[config.mk]
export PLATFORM = sky130hd
export DESIGN_NAME = xwalk_light_ctrl
export DESIGN_NICKNAME = d
export VERILOG_FILES = /design/src/rtl/xwalk_pkg.sv /design/src/rtl/xwalk_dwell_counter.sv /design/src/rtl/xwalk_phase_fsm.sv /design/src/rtl/xwalk_lamp_decode.sv /design/src/rtl/xwalk_light_ctrl.sv
export SDC_FILE = /design/constraint.sdc
export NUM_CORES = 1
export LEC_CHECK = 0
export ABC_AREA = 1
export CORE_MARGIN = 2
export CORE_UTILIZATION = 40
export DETAILED_ROUTE_END_ITERATION = 10
export DONT_BUFFER_PORTS = 1
export GPL_ROUTABILITY_DRIVEN = 0
export PLACE_DENSITY = 0.62
export SLEW_MARGIN = 20
export SYNTH_ARGS = -nofsm -noshare
export SYNTH_HDL_FRONTEND = slang
export SYNTH_SLANG_ARGS = --single-unit
[constraint.sdc]
create_clock -name clk -period 1.7 [get_ports clk]
set_input_delay 0.34 -clock clk [delete_from_list [all_inputs] [get_ports clk]]
set_output_delay 0.34 -clock clk [all_outputs]
set_load 0.03 [all_outputs]
[src/rtl/xwalk_pkg.sv]
package xwalk_pkg;

  typedef enum logic [1:0] {
    PH_IDLE  = 2'd0,
    PH_WAIT  = 2'd1,
    PH_AMBER = 2'd2,
    PH_STOP  = 2'd3
  } phase_t;

  // Phases in which the shared counter runs.
  function automatic logic phase_timed(input phase_t ph);
    return ph != PH_IDLE;
  endfunction

  // Lamp vector {red, yellow, green}.
  function automatic logic [2:0] phase_lamps(input phase_t ph);
    logic [2:0] l;
    case (ph)
      PH_AMBER: l = 3'b010;
      PH_STOP:  l = 3'b100;
      default:  l = 3'b001;
    endcase
    return l;
  endfunction

endpackage

[src/rtl/xwalk_dwell_counter.sv]
module xwalk_dwell_counter #(
  parameter int W = 7
) (
  input  logic         clk,
  input  logic         clr,
  input  logic         en,
  output logic [W-1:0] count
);
  always_ff @(posedge clk) begin
    if (clr)     count <= '0;
    else if (en) count <= count + W'(1);
  end
endmodule

[src/rtl/xwalk_phase_fsm.sv]
module xwalk_phase_fsm
  import xwalk_pkg::*;
#(
  parameter int W         = 7,
  parameter int AMBER_END = 9,
  parameter int WRAP_END  = 99
) (
  input  logic         clk,
  input  logic         rst,
  input  logic         ped_req,
  input  logic         heavy_traffic,
  input  logic [W-1:0] count,
  output phase_t       phase,
  output logic         cnt_clr,
  output logic         cnt_en,
  output logic         amber_done,
  output logic         wrap_hit,
  output logic         wait_abort
);
  phase_t phase_nx;

  assign amber_done = (count == W'(AMBER_END));
  assign wrap_hit   = (count == W'(WRAP_END));
  assign wait_abort = (phase == PH_WAIT) && !heavy_traffic;
  assign cnt_en     = phase_timed(phase);
  assign cnt_clr    = rst || wrap_hit || wait_abort;

  always_comb begin
    phase_nx = phase;
    case (phase)
      PH_IDLE:  if (ped_req) phase_nx = heavy_traffic ? PH_WAIT : PH_AMBER;
      PH_WAIT:  if (wait_abort || wrap_hit) phase_nx = PH_AMBER;
      PH_AMBER: if (amber_done) phase_nx = PH_STOP;
      PH_STOP:  if (wrap_hit) phase_nx = PH_IDLE;
      default:  phase_nx = PH_IDLE;
    endcase
  end

  always_ff @(posedge clk) begin
    if (rst) phase <= PH_IDLE;
    else     phase <= phase_nx;
  end
endmodule

[src/rtl/xwalk_lamp_decode.sv]
module xwalk_lamp_decode
  import xwalk_pkg::*;
(
  input  phase_t phase,
  output logic   lamp_red,
  output logic   lamp_yellow,
  output logic   lamp_green
);
  logic [2:0] lv;
  assign lv = phase_lamps(phase);
  assign {lamp_red, lamp_yellow, lamp_green} = lv;
endmodule

[src/rtl/xwalk_light_ctrl.sv]
module xwalk_light_ctrl
  import xwalk_pkg::*;
#(
  parameter int AMBER_CYC = 10,
  parameter int HOLD_CYC  = 100
) (
  input  logic       clk,
  input  logic       rst,
  input  logic       ped_req,
  input  logic       heavy_traffic,
  output logic       lamp_red,
  output logic       lamp_yellow,
  output logic       lamp_green,
  output logic [1:0] phase_o
);
  localparam int CNT_W     = $clog2(HOLD_CYC);
  localparam int AMBER_END = AMBER_CYC - 1;
  localparam int WRAP_END  = HOLD_CYC - 1;

  phase_t             phase;
  logic [CNT_W-1:0]   count;
  logic               cnt_clr;
  logic               cnt_en;
  logic               amber_done;
  logic               wrap_hit;
  logic               wait_abort;

  xwalk_phase_fsm #(
    .W(CNT_W), .AMBER_END(AMBER_END), .WRAP_END(WRAP_END)
  ) u_fsm (
    .clk(clk), .rst(rst), .ped_req(ped_req), .heavy_traffic(heavy_traffic),
    .count(count), .phase(phase), .cnt_clr(cnt_clr), .cnt_en(cnt_en),
    .amber_done(amber_done), .wrap_hit(wrap_hit), .wait_abort(wait_abort)
  );

  xwalk_dwell_counter #(.W(CNT_W)) u_cnt (
    .clk(clk), .clr(cnt_clr), .en(cnt_en), .count(count)
  );

  xwalk_lamp_decode u_lamp (
    .phase(phase), .lamp_red(lamp_red), .lamp_yellow(lamp_yellow),
    .lamp_green(lamp_green)
  );

  assign phase_o = phase;
endmodule

Word-level counts from Yosys, hierarchy flattened:

Index checks and enable logic that the tools add are counted.
Widths: inputs -> output; s select.

* register bits after elaboration: 9
* input port bits: 4
* output and inout bits: 5
* logic and storage cells: 27

* $add $sub $neg: 1
* equal/unequal tests: 9
* mux-type cells: 7
* reductions and logical operators: 8

Operators with widths (number)
* $mux 2: 5
* $pmux 2 s4: 1
* $add 7x1->7 const B: 1
* $eq 7x4->1 const B: 1
* $eq 7x7->1 const B: 1
* $ne 2x2->1 const B: 3
* $pmux 3 s2: 1
* $eq 2x2->1 const B: 2
* $reduce_and 4->1: 1
* $logic_or 1x1->1: 3
* $eq 2x1->1 const B: 1
* $logic_not 2->1: 1
* $ne 2x1->1 const B: 1
* $reduce_bool 2->1: 1
* $logic_and 1x1->1: 1
* $logic_not 1->1: 1

Depth between registers and ports, before layout:

* depth after elaboration: 5
* gate-level depth with buffers: 10
* depth with buffers taken out: 10

Hierarchy:

A second synthesis with hierarchy kept.

* cells, all modules: 102
* area total of the unflattened synthesis: 650.6 sq um

Modules (own cells, without submodules)
* xwalk_phase_fsm: instances 1, cells an instance 55, area each 319.1 sq um, seq. area each 40.0 sq um
* xwalk_dwell_counter: instances 1, cells an instance 43, area each 314.1 sq um, seq. area each 140.1 sq um
* xwalk_lamp_decode: instances 1, cells an instance 4, area each 17.5 sq um, seq. area each 0.0 sq um

Least setup slack after synthesis:

Ideal clock, no wire load.

* path type: reg-to-output
* from: reg u_fsm.phase[0]
* to: out lamp_green
* arrival: 1.378 ns
* setup slack: -0.018 ns
* stages on the path, launching flop included: 4
* path buffers: 0
* cells stage by stage: dfxtp_1 > inv_1 > ha_1 > nor2_1

* longest elaborated chain between the ends: 2
* elaborated cells on any way between the ends: 3

RTL lines
* start: declaration: line xwalk_phase_fsm.sv:13 `output phase_t phase,`
* start signal: assignment: line xwalk_phase_fsm.sv:41 `else phase <= phase_nx;`
* $eq 2x2->1: line xwalk_pkg.sv:18 `case (ph)`
* $pmux 3 s2 (*): line xwalk_pkg.sv:18
* end: declaration: line xwalk_light_ctrl.sv:13 `output logic lamp_green,`

Mark *: on every way between the ends. The rest lies on a longest branch, timed or not.

Worst setup path after layout:

Same ends and word-level chain as after synthesis.

==> metrics.csv <==
metric,value,unit
clk slew on worst S/H paths,0.06,ns
Power Dens Cells,1590,nW/um^2
Synth cell types,24,
average routed wire per standard cell,10.5,um
DIE AREA,1880,um^2
"Seq/Total Area, Yosys",29.0,%
# DRC,0,
IO Port Bufs,0,
die height,43.4,um
critical path class,flop to output pin,
leakage power total,0.315,nW
Core Box Area,1470,um^2
total of max-cap violations,0,
"count leader, synth",nor2_1,
peak supply drop,0.806,mV
CTS max path bufs,2,
"Cell Area, Placed",673,um^2
DR pass1 iterations,3,
CTS tree,yes,
DR iter-0 viols,6,
clock root cell,clkbuf_4,
DP HPWL,926,um
CTS Hold Buffers Added,0,
chip width,43.4,um
nets@finish,104,
CP endpoint kind,output pin,
Syn Nets,95,
"Req. time, crit path",1.36,ns
Tot GR Track Use,15.3,%
first-pass GRT wire length,2.10,mm
Switching Share,47.7,%
Sum Neg Setup Slack,0,ns
number of global-route vias before repair,500,
vias per cell,4.56,
# H-tree levels,1,
Max Fclk,622,MHz
Setup crit start kind,flop,
largest net degree at the start of global routing,8,
Synth top area share,29.0,%
"Avg Cell Area, Syn",7.48,um^2
slew at the pin closest to its max-slew limit,0.639,ns
Mapped Area,621,um^2
sw power,532,uW
Post-CTS Setup Repair Bufs,0,
Detailed Route WL,1.12,mm
CTS Sinks,9,
ANT nets after route,0,
Row Count,14,
setup violators final,0,
Final Max Slew Viols,0,
status,completed,
area growth from synthesis to layout,12.7,%
Critical Path AT,1.27,ns
remaining global-route overflow,0,
cells after synthesis,83,
ratio of final minimum period to clock period,94.6,%
clk_lat worst skew,0.26,ns
Post-synth EDFFs,0,
Initial Utilization,42.2,%
Synth area leader,dfxtp_1,
DR vias,488,
Post-CTS Resized,0,
initial antenna violation count,0,
RSZ-0062 raised after global routing,false,
share of cells above drive strength 1,22.0,%
Main synth FF type,dfxtp_1,
sequential group share of total power,25.7,%
ant diodes,0,
HP Class,input pin to flop,
#FFs+latches synth,9,
clock period minus worst slack,1.61,ns
Ys Warns,0,
"Hold Vio Cnt, Final",0,
clock skew,0.000295,ns
Top Ports,9,
Commonest cells post-synth,"nor2_1, nand2_1, inv_1",
Num CTS Buffers,3,
cell area after layout,699,um^2
"critical path fanouts, max",3,
power share of the clock group,14.6,%
Comb pwr share,59.7,%
synth top area cells,"dfxtp_1, ha_1, nor2_1",
Slew HR,57.2,%
Int Pwr,583,uW
async set-or-reset flop fraction in the synthesized netlist,0,%
[metal layers]
metal  vias up  GRT usage [%]  share of wire (%)  wire length [um]
met3         4           1.67                2.2                25
met5         -              0                  0                 0
met4         0           12.7                2.8                31
met2         5           20.0                 43               478
met1       203           22.2                 52               587
li1        276              -                  -                 -
[layout by cell type, fill, tap and decap left out]
cell	n
nor2_4	1
o211ai_1	1
buf_4	4
nor3_1	1
nand3_1	2
a21oi_2	1
nand4_1	2
ha_1	8
clkbuf_4	3
nand3_2	2
nor2_2	2
inv_2	2
mux2i_1	1
nand2_1	13
a21oi_1	3
nor3_2	1
and3_4	1
or2_0	1
inv_1	10
xnor2_1	1
nand2_2	2
dfxtp_1	9
o21ai_2	1
o21ai_0	1
clkbuf_1	1
xor2_1	2
nor2_1	15
[final cells by class]
cell class / instances / area, um^2
fill: 158 / 772
multi-input combinational: 62 / 398
sequential: 9 / 180
inverter: 12 / 45.0
timing repair buffer: 4 / 30.0
clock buffer: 4 / 26.3
tap: 16 / 20.0
[metrics by stage]
stage | hold WS, ns | utilization (%) | power, mW | worst slack [ns] | std cells
2_1_floorplan | 0.480 | - | 0.801 | 0.0163 | 83
3_3_place_gp | 0.508 | 45.7 | 0.949 | 0.251 | 103
3_5_place_dp | 0.509 | 45.7 | 0.960 | 0.200 | 103
4_1_cts | 0.262 | 47.5 | 1.13 | 0.0790 | 107
5_1_grt | 0.285 | 47.5 | 1.23 | 0.0255 | 107
6_report | 0.271 | 47.5 | 1.11 | 0.0922 | 107
[path summary, 6_finish.rpt]
| check | from | end | slack (ns) | cells after the start |
|---|---|---|---|---|
| max | u_fsm.phase[0] | lamp_green | 0.09 | 4 |
| min | rst | u_fsm.phase[0] | 0.27 | 3 |
| max reg2reg | u_fsm.phase[0] | u_cnt.count[4] | 0.19 | 7 |
| min reg2reg | u_cnt.count[0] | u_cnt.count[0] | 0.51 | 2 |
[power by group through the flow]
stage	clock [mW]	sequential (mW)	combinational, mW
2_1_floorplan	0	0.345	0.455
3_3_place_gp	0	0.290	0.659
3_5_place_dp	0	0.292	0.668
4_1_cts	0.171	0.287	0.671
5_1_grt	0.178	0.293	0.756
6_report	0.163	0.287	0.666
[worst max-delay path, cell delays in order (launching register included)]
cell and delay (ns):
dfxtp_1 0.32, buf_4 0.17, ha_1 0.26, nor2_2 0.09, buf_4 0.16
[registers in the layout, indices dropped and copies added (netlist names)]
signal and flops:
u_fsm.phase 2, u_cnt.count 7
[cell families (layout without fill, tap and decap cells)]
logic type,Yosys count,after routing,synth area share [%]
and+or+nand+nor,43,43,34.5
xor gates and xnor gates,3,3,4.23
muxes,1,1,1.61
adders and majority gates,8,8,16.1
DFF,9,9,29.0
buffers and inverters,12,20,7.26
AOI/OAI and AO/OA,7,7,7.26
Power figures use the tool's default switching activity.
